$ cat config.mk
export PLATFORM = sky130hd
export DESIGN_NAME = can_bit_timer
export DESIGN_NICKNAME = d
export VERILOG_FILES = /design/src/rtl/can_bt_pkg.sv /design/src/rtl/can_bt_quanta.sv /design/src/rtl/can_bt_rxedge.sv /design/src/rtl/can_bt_seq.sv /design/src/rtl/can_bit_timer.sv
export SDC_FILE = /design/constraint.sdc
export NUM_CORES = 1
export LEC_CHECK = 0
export ABC_AREA = 1
export CAP_MARGIN = 20
export CORE_MARGIN = 8
export CORE_UTILIZATION = 50
export DETAILED_ROUTE_END_ITERATION = 8
export GPL_TIMING_DRIVEN = 0
export PLACE_DENSITY_LB_ADDON = 0.08
export SLEW_MARGIN = 20
export SYNTH_ARGS = -nofsm -noshare
export SYNTH_HDL_FRONTEND = slang
export SYNTH_SLANG_ARGS = --single-unit
$ cat constraint.sdc
create_clock -name clk -period 7.9 [get_ports clk]
set_input_delay 0.79 -clock clk [delete_from_list [all_inputs] [get_ports clk]]
set_output_delay 0.79 -clock clk [all_outputs]
set_load 0.01 [all_outputs]
$ cat src/rtl/can_bt_pkg.sv
package can_bt_pkg;
  typedef enum logic [1:0] {
    SEG_SYNC = 2'd0,
    SEG_ONE  = 2'd1,
    SEG_TWO  = 2'd2
  } seg_e;
endpackage

$ cat src/rtl/can_bt_quanta.sv
module can_bt_quanta #(
  parameter int BRP_W  = 6,
  parameter int BRPE_W = 4
) (
  input  logic              clk,
  input  logic              rst,
  input  logic              restart_i,
  input  logic [BRP_W-1:0]  brp_i,
  input  logic [BRPE_W-1:0] brpe_i,
  output logic              tick_o
);
  localparam int CNT_W = BRP_W + BRPE_W;

  // divisor minus one: base plus extension weighted by 2**BRP_W
  logic [CNT_W-1:0] div_m1;
  logic [CNT_W-1:0] cnt_q;

  assign div_m1 = {brpe_i, brp_i};
  assign tick_o = (cnt_q == div_m1);

  always_ff @(posedge clk) begin
    if (rst || restart_i) cnt_q <= '0;
    else if (tick_o)      cnt_q <= '0;
    else                  cnt_q <= cnt_q + 1'b1;
  end

  // the counter never runs past the programmed divisor
  p_cnt_in_range_r1: assert property (@(posedge clk) disable iff (rst)
    cnt_q <= div_m1);
endmodule

$ cat src/rtl/can_bt_rxedge.sv
module can_bt_rxedge #(
  parameter int DEPTH = 1
) (
  input  logic clk,
  input  logic rst,
  input  logic rx_i,
  output logic rx_s_o,
  output logic fall_o
);
  logic [DEPTH-1:0] pipe_q;
  logic             prev_q;

  always_ff @(posedge clk) begin
    if (rst) begin
      pipe_q <= '1;
      prev_q <= 1'b1;
    end else begin
      pipe_q[0] <= rx_i;
      for (int i = 1; i < DEPTH; i++) pipe_q[i] <= pipe_q[i-1];
      prev_q <= pipe_q[DEPTH-1];
    end
  end

  assign rx_s_o = pipe_q[DEPTH-1];
  // only recessive-to-dominant transitions are reported
  assign fall_o = prev_q & ~pipe_q[DEPTH-1];

  p_fall_is_drop_r8: assert property (@(posedge clk) disable iff (rst)
    fall_o |=> !prev_q);
endmodule

$ cat src/rtl/can_bt_seq.sv
module can_bt_seq
  import can_bt_pkg::*;
#(
  parameter int T1_W  = 4,
  parameter int T2_W  = 3,
  parameter int SJW_W = 2
) (
  input  logic             clk,
  input  logic             rst,
  input  logic             tick_i,
  input  logic             fall_i,
  input  logic             rx_s_i,
  input  logic             hsync_i,
  input  logic [T1_W-1:0]  tseg1_i,
  input  logic [T2_W-1:0]  tseg2_i,
  input  logic [SJW_W-1:0] sjw_i,
  output logic             sample_o,
  output logic             bit_o,
  output logic             bit_start_o
);
  localparam int MAX_A = (T1_W > T2_W) ? T1_W : T2_W;
  localparam int MAX_W = (MAX_A > SJW_W) ? MAX_A : SJW_W;
  localparam int LEN_W = MAX_W + 2;

  seg_e             seg_q;
  logic [LEN_W-1:0] cnt_q, len1_q, len2_q;
  logic             rs_done_q, pend_q;

  logic [LEN_W-1:0] t1, t2, sjw, cnt_inc, err2, corr1, corr2, len1_new, len2_new;
  logic             edge_now, do_rs;

  assign t1  = LEN_W'(tseg1_i) + LEN_W'(1);
  assign t2  = LEN_W'(tseg2_i) + LEN_W'(1);
  assign sjw = LEN_W'(sjw_i) + LEN_W'(1);

  assign cnt_inc  = cnt_q + LEN_W'(1);
  assign edge_now = pend_q | fall_i;
  assign do_rs    = edge_now & ~rs_done_q;

  // phase error: late edge counted from sync end, early edge to bit end
  assign err2  = len2_q - cnt_q;
  assign corr1 = (cnt_inc < sjw) ? cnt_inc : sjw;
  assign corr2 = (err2 < sjw) ? err2 : sjw;

  assign len1_new = (seg_q == SEG_ONE && do_rs) ? len1_q + corr1 : len1_q;
  assign len2_new = (seg_q == SEG_TWO && do_rs) ? len2_q - corr2 : len2_q;

  always_ff @(posedge clk) begin
    if (rst) begin
      seg_q       <= SEG_SYNC;
      cnt_q       <= '0;
      len1_q      <= t1;
      len2_q      <= t2;
      rs_done_q   <= 1'b0;
      pend_q      <= 1'b0;
      sample_o    <= 1'b0;
      bit_start_o <= 1'b0;
      bit_o       <= 1'b1;
    end else if (hsync_i) begin
      seg_q       <= SEG_ONE;
      cnt_q       <= '0;
      len1_q      <= t1;
      len2_q      <= t2;
      rs_done_q   <= 1'b1;
      pend_q      <= 1'b0;
      sample_o    <= 1'b0;
      bit_start_o <= 1'b1;
    end else begin
      sample_o    <= 1'b0;
      bit_start_o <= 1'b0;
      pend_q      <= tick_i ? 1'b0 : (pend_q | fall_i);
      if (tick_i) begin
        case (seg_q)
          SEG_SYNC: begin
            seg_q  <= SEG_ONE;
            cnt_q  <= '0;
            len1_q <= t1;
            len2_q <= t2;
          end
          SEG_ONE: begin
            len1_q    <= len1_new;
            rs_done_q <= rs_done_q | do_rs;
            if (cnt_inc >= len1_new) begin
              seg_q    <= SEG_TWO;
              cnt_q    <= '0;
              sample_o <= 1'b1;
              bit_o    <= rx_s_i;
            end else begin
              cnt_q <= cnt_inc;
            end
          end
          SEG_TWO: begin
            len2_q <= len2_new;
            if (cnt_inc >= len2_new) begin
              seg_q       <= SEG_SYNC;
              cnt_q       <= '0;
              rs_done_q   <= 1'b0;
              bit_start_o <= 1'b1;
            end else begin
              cnt_q     <= cnt_inc;
              rs_done_q <= rs_done_q | do_rs;
            end
          end
          default: seg_q <= SEG_SYNC;
        endcase
      end
    end
  end

  // first segment stays within nominal .. nominal + jump width
  p_len1_bounds_r5: assert property (@(posedge clk) disable iff (rst)
    (seg_q == SEG_ONE) |-> (len1_q >= t1 && len1_q <= t1 + sjw));
  // once a bit has been corrected, segment lengths freeze
  p_one_resync_r7: assert property (@(posedge clk) disable iff (rst)
    (rs_done_q && !hsync_i) |=> ($stable(len1_q) && $stable(len2_q)));
  // held bit moves only together with a sample strobe
  p_bit_hold_r3: assert property (@(posedge clk) disable iff (rst)
    !sample_o |-> $stable(bit_o));
  // strobes never coincide
  p_no_overlap_r11: assert property (@(posedge clk) disable iff (rst)
    !(sample_o && bit_start_o));
  // sample strobe lasts one cycle
  p_sample_single_r11: assert property (@(posedge clk) disable iff (rst)
    sample_o |=> !sample_o);
endmodule

$ cat src/rtl/can_bit_timer.sv
module can_bit_timer #(
  parameter int BRP_W   = 6,
  parameter int BRPE_W  = 4,
  parameter int T1_W    = 4,
  parameter int T2_W    = 3,
  parameter int SJW_W   = 2,
  parameter int RX_SYNC = 1
) (
  input  logic              clk,
  input  logic              rst,
  input  logic              rx_i,
  input  logic              hsync_i,
  input  logic [BRP_W-1:0]  brp_i,
  input  logic [BRPE_W-1:0] brpe_i,
  input  logic [T1_W-1:0]   tseg1_i,
  input  logic [T2_W-1:0]   tseg2_i,
  input  logic [SJW_W-1:0]  sjw_i,
  output logic              bit_o,
  output logic              sample_o,
  output logic              bit_start_o
);
  logic tick, rx_s, fall;

  can_bt_quanta #(.BRP_W(BRP_W), .BRPE_W(BRPE_W)) u_quanta (
    .clk(clk), .rst(rst), .restart_i(hsync_i),
    .brp_i(brp_i), .brpe_i(brpe_i), .tick_o(tick)
  );

  can_bt_rxedge #(.DEPTH(RX_SYNC)) u_rxedge (
    .clk(clk), .rst(rst), .rx_i(rx_i), .rx_s_o(rx_s), .fall_o(fall)
  );

  can_bt_seq #(.T1_W(T1_W), .T2_W(T2_W), .SJW_W(SJW_W)) u_seq (
    .clk(clk), .rst(rst), .tick_i(tick), .fall_i(fall), .rx_s_i(rx_s),
    .hsync_i(hsync_i), .tseg1_i(tseg1_i), .tseg2_i(tseg2_i), .sjw_i(sjw_i),
    .sample_o(sample_o), .bit_o(bit_o), .bit_start_o(bit_start_o)
  );
endmodule

# ---- Word-level counts from Yosys, hierarchy flattened
# Index checks and enable logic that the tools add are counted.
dict set report word_totals {
  regBits 37
  out_inout_bits 3
}
dict set report classes {
  addsub 8
  magnitude_cmp 4
  n_eq_ne 7
  muxes 29
  n_bitwise 9
  n_reduce_logical 21
}
# operator n
set ops {}
lappend ops {{two-way mux 6 bit} 12}
lappend ops {{one-hot mux 6 bit (2 select lines)} 2}
lappend ops {{one-hot mux 6 bit (3 select lines)} 1}
lappend ops {{>= comparator 6 bit} 2}
lappend ops {{less-than comparator 6 bit} 2}
lappend ops {{subtractor 6 bit} 2}
lappend ops {{adder 10 x 1 -> 10 bit (second input constant)} 1}
lappend ops {{equality test 10 bit} 1}
lappend ops {{two-way mux 1 bit} 10}
lappend ops {{nonzero test 3 bit} 3}
lappend ops {{AND reduction 2 bit} 4}
lappend ops {{nonzero test 4 bit} 2}
lappend ops {{adder 6 x 1 -> 6 bit (second input constant)} 1}
lappend ops {{adder 6 bit} 1}
lappend ops {{!= test 3 bit (second input constant)} 2}
lappend ops {{one-hot mux 2 bit (3 select lines)} 1}
lappend ops {{AND reduction 3 bit} 2}
lappend ops {{adder 4 x 1 -> 5 bit (second input constant)} 1}
lappend ops {{NOT 1 bit} 5}
lappend ops {{adder 3 x 1 -> 4 bit (second input constant)} 1}
lappend ops {{two-way mux 2 bit} 2}
lappend ops {{!= test 2 bit (second input constant)} 2}
lappend ops {{AND reduction 4 bit} 1}
lappend ops {{OR reduction 2 bit} 2}
lappend ops {{other kinds (12)} 15}

# ---- Logic depth before layout (Yosys ltp)
dict set report depth {
  word_depth 11
  depth_mapped 33
}

# ---- Hierarchy
# A second synthesis with hierarchy kept.
dict set report hier_totals {
  cells_unflattened 479
  hier_area_um2 3264.4
}
# mod n_inst cells_per_inst area_per_inst_um2 seq_area_each_um2
set by_module_without_submodules {}
lappend by_module_without_submodules {can_bt_seq 1 369 2580.0 620.6}
lappend by_module_without_submodules {can_bt_quanta 1 101 618.1 200.2}
lappend by_module_without_submodules {can_bt_rxedge 1 9 66.3 40.0}

# ---- Least setup slack after synthesis
# No wires, ideal clock.
dict set report synth_path {
  path_kind {input-to-reg}
  start {in sjw_i[0]}
  end {reg u_seq.seg_q[1]}
  arrival_time_ns 4.134
  required_time_ns 7.787
  path_slack_ns 3.653
  path_stages 28
  n_path_buf 0
  cell_sequence {ha_1 inv_1 ha_1 a21boi_0 o21ai_0 nand2_1 nor3_2 nand2_1 nand2_1 o21ai_1 ha_1 fa_1 nand3_1 nand2_1 xnor2_1 nand2_1 and2_1 inv_1 ha_1 nand2_1 a21oi_1 nor2_1 nand3_1 nand2_1 nor2_1 nand2_1 nand2_1 nor2_1}
}
dict set report synth_via {
  elab_chain_len 8
}
# item line_no
set synth_lines {}
lappend synth_lines {{from (decl)} can_bit_timer.sv:17} ;# input logic [SJW_W-1:0] sjw_i,
lappend synth_lines {{adder 2 x 1 -> 3 bit (*)} can_bt_seq.sv:34} ;# assign sjw = LEN_W'(sjw_i) + LEN_W'(1);
lappend synth_lines {{less-than comparator 6 bit, on equally long branches} {can_bt_seq.sv:42, can_bt_seq.sv:43}}
lappend synth_lines {{two-way mux 6 bit, on equally long branches} {can_bt_seq.sv:42, can_bt_seq.sv:43}}
lappend synth_lines {{adder 6 bit / subtractor 6 bit (equally long branches)} {can_bt_seq.sv:45, can_bt_seq.sv:46}}
lappend synth_lines {{two-way mux 6 bit, on equally long branches} {can_bt_seq.sv:45, can_bt_seq.sv:46}}
lappend synth_lines {{>= comparator 6 bit, on equally long branches} {can_bt_seq.sv:83, can_bt_seq.sv:94}}
lappend synth_lines {{!= test 2 bit (no source line)} n/a}
lappend synth_lines {{AND reduction 3 bit (no source line) (*)} n/a}
lappend synth_lines {{to (signal assigned)} can_bt_seq.sv:50} ;# seg_q <= SEG_SYNC;
lappend synth_lines {{to (signal assigned)} can_bt_seq.sv:84} ;# seg_q <= SEG_TWO;
lappend synth_lines {{to (signal assigned)} can_bt_seq.sv:95} ;# seg_q <= SEG_SYNC;
lappend synth_lines {{to (decl)} can_bt_seq.sv:25} ;# seg_e seg_q;
# Every way passes the cells marked *; elsewhere a longest branch is shown, timed or not.
# A chain may end at the register's enable or synchronous reset.

# ---- Worst setup path in the final report
dict set report layout_path {
  start {in sjw_i[0]}
  end {reg u_seq.cnt_q[5]}
}
dict set report layout_via {
  elab_chain_len 8
}
# item line_no
set layout_lines {}
lappend layout_lines {{adder 2 x 1 -> 3 bit (*)} can_bt_seq.sv:34}
lappend layout_lines {{less-than comparator 6 bit, on equally long branches} {can_bt_seq.sv:43, can_bt_seq.sv:42}}
lappend layout_lines {{two-way mux 6 bit, on equally long branches} {can_bt_seq.sv:43, can_bt_seq.sv:42}}
lappend layout_lines {{subtractor 6 bit / adder 6 bit (equally long branches)} {can_bt_seq.sv:46, can_bt_seq.sv:45}}
lappend layout_lines {{two-way mux 6 bit, on equally long branches} {can_bt_seq.sv:46, can_bt_seq.sv:45}}
lappend layout_lines {{>= comparator 6 bit, on equally long branches} {can_bt_seq.sv:94, can_bt_seq.sv:83}}
lappend layout_lines {{two-way mux 6 bit, on equally long branches} {can_bt_seq.sv:94, can_bt_seq.sv:83}}
lappend layout_lines {{one-hot mux 6 bit (3 select lines) (*)} can_bt_seq.sv:73} ;# case (seg_q)
lappend layout_lines {{to (signal assigned)} can_bt_seq.sv:89} ;# cnt_q <= cnt_inc;
lappend layout_lines {{to (signal assigned)} can_bt_seq.sv:100} ;# cnt_q <= cnt_inc;
lappend layout_lines {{to (decl)} can_bt_seq.sv:26} ;# logic [LEN_W-1:0] cnt_q, len1_q, len2_q;
# Marked as above.

==> flow_summary.toml <==
[run_status]
status = "finished clean"

[setup_path]
crit_family = "compound AO/OA/AOI/OAI gates"
path_depth = 23
crit_required_ns = 8.13
path_cells = "clkdlybuf4s50_1 > ha_1 > inv_1 > ha_1 > a21boi_0 > o21ai_0 > nand2_1 > nor3_2 > nand2_1 > nand2_1 > nand2_1 > ha_1 > a21oi_1 > o21ai_0 > o21ai_0 > xor2_1 > ha_1 > a21o_1 > nor2_1 > nand3_1 > nand2_1 > nand3_1 > a21oi_2"
cp_num_buf_inv = 2
critPathMaxFanout = 7
worstPathArrival_ns = 5.10
cpMaxStageDelayCell = "clkdlybuf4s50_1"
crit_path_start_kind = "input pin"
cp_common_cell = "nand2_1"
rr_worst_depth = 24
worst-setup-path-type = "in -> reg"
slowest_delay_ns = 0.42
endpoint_kind = "register"

[clock_network]
clock_path_buffers = 2
clk_transition_reported_paths_ns = 0.08
post_cts_resized = 0
cts_root_buf = "clkbuf_8"
cts-buffers-inserted = 5
cts_hold_buf = 0
cts_setup_buffers = 0
worst_skew_pair.late_latency_ns = 0.29
htreeDepth = 2
cts_sinks = 37
cts_tree = "done"

[floorplanning]
fp.dieH_um = 96.76
row_count = 29
initial_core_util = 0.5164
die_width_um = 96.76
die_area_mm2 = 0.009362
io_pins = 26
core_area_mm2 = 0.006314

[drt]
drc = 0
antenna_left = 0
wire_per_inst_um = 11.48
wirelength_um = 6717
drt-initial-drc-count = 89
vias = 2860
vias_per_cell = 4.889
dr.pass1.iters = 4

[grt]
grt_pass1_wl_um = 11970
track_usage = 0.1463
overflow = 0
antenna_found_initial = 0
grt_max_degree = 13
grt_pass1_vias = 2861

[timing]
max_slew_margin = 0.5189
finalCriticalPeriod_ns = 4.868
fin_tns_setup_ns = 0
holdWs_ns = 0.4631
finalMaxSlewViolations = 0
finalHoldViolCount = 0
worst_slew_pin_slew_ns = 0.7217
setup_viol = 0
rsz0062_at_grt = "no"
max_freq_mhz = 205.4
skew_ns = 0.009810
finalCritPeriodShare = 0.6161
fin_ws_ns = 3.033

[place]
io_buffers = 25
hpwl_um = 5634
globalplace.congestion = 0.8800
placedCellCount = 577
pre_cts_ws_ns = 2.664

[cells_and_area]
antenna_cells = 0
layout_commonest_cell = "nand2_1"
fillers = 622
stdcell_count = 585
area_growth_syn_to_layout_pct = 13.47
final_cell_mix = "nand2_1 (138), inv_1 (67), ha_1 (40), nand3_1 (33), nor2_1 (33)"
fin_nets = 573
drive_gt1_frac = 0.08268

[yosys]
synth-simple-area-share = 0.3266
synthAdderAreaFrac = 0.1719
synth_compound_area_frac = 0.08903
avgSynthCellArea_um2 = 6.894
ys_types = 34
syn-cell-area_mm2 = 0.003261
ys.flop_type = "dfxtp_1"
synthXorXnorAreaFrac = 0.05104
synthCells = 473
synth_edf_count = 12
synth-seq-area-share = 0.2640
ys_warn_count = 0
synth_top_family_by_area = "simple AND/OR/NAND/NOR gates"
async_flop_share = 0
ys_ff_latch = 37
synth.area.mux_share = 0.003070

[job]
maxCapViolCount = 0

[pwr]
power_uw = 482.4
leakage_nw = 1.812
powerDensity_mw_per_mm2 = 130.4
ir_drop_mv = 0.1117

[hold_path]
whs_path_depth = 2
hp-class = "reg -> reg"
where the power goes:
group	total, mW	switching (mW)	internal (mW)
sequential	0.211	0.00599	0.205
clock	0.132	0.0706	0.0612
combinational	0.139	0.0791	0.0601
worst paths after layout:
| kind | start | slack, ns | end |
|---|---|---|---|
| setup / recovery | sjw_i[0] | 3.03 | u_seq.cnt_q[5] |
| hold reg to reg | u_rxedge.rx_s_o | 0.46 | u_rxedge.prev_q |
| hold / removal | u_rxedge.rx_s_o | 0.46 | u_rxedge.prev_q |
| setup reg to reg | u_seq.cnt_q[0] | 3.05 | u_seq.cnt_q[5] |
Yosys cell counts (8+ instances only):
cell,instances,share of area
ha_1,40,0.15
nand2_1,138,0.16
nand4_1,9,0.017
a21oi_1,16,0.025
o21ai_0,15,0.023
xnor2_1,8,0.021
xor2_1,11,0.030
edfxtp_1,12,0.11
inv_2,13,0.015
dfxtp_1,25,0.15
inv_1,67,0.077
nand3_1,33,0.051
nor2_1,33,0.038
o21ai_1,9,0.014
final cells by class:
type | count | area, µm² | area share
multi-input cells | 358 | 2107 | 0.5695
clock inverters | 3 | 16.27 | 0.004396
well taps | 77 | 96.34 | 0.02604
repair buffers | 25 | 250.2 | 0.06764
inverters | 80 | 300.3 | 0.08116
clock buffers | 5 | 68.82 | 0.01860
flip-flops and latches | 37 | 860.8 | 0.2327
through the flow:
step / util / cell area, µm²
2_1_floorplan: - / 3268
3_3_place_gp: 0.5725 / 3615
3_5_place_dp: 0.5725 / 3615
4_1_cts: 0.5860 / 3700
5_1_grt: 0.5860 / 3700
6_report: 0.5860 / 3700
logic make-up after synthesis:
family / count (synthesis)
multiplexers: 1
XOR/XNOR: 19
AO/OA/AOI/OAI: 51
AND/OR/NAND/NOR: 240
other: 2
adder cells (fa/ha/maj): 43
flip-flops: 37
buffers and inverters: 80
layer usage:
| layer | up-vias | part of all wire | global-route usage |
|---|---|---|---|
| li1 | 1580 | - | - |
| met1 | 1237 | 0.47 | 0.1711 |
| met2 | 30 | 0.48 | 0.2589 |
| met3 | 13 | 0.028 | 0.02845 |
| met4 | 0 | 0.019 | 0.04852 |
| met5 | - | 0 | 0 |
worst min-delay path, cell delays in order (launching register included):
cell	delay, ns
dfxtp_1	0.33
inv_1	0.06
nand2_1	0.05
registers in the layout (all words and copies together), names as in the netlist:
signal             flops
u_seq.bit_start_o      1
u_seq.pend_q           1
u_seq.cnt_q            6
u_seq.sample_o         1
u_seq.len1_q           6
u_rxedge.rx_s_o        1
u_rxedge.prev_q        1
u_quanta.cnt_q        10
u_seq.seg_q            2
u_seq.len2_q           6
u_seq.rs_done_q        1
u_seq.bit_o            1
(Power assumes the default switching activity.)
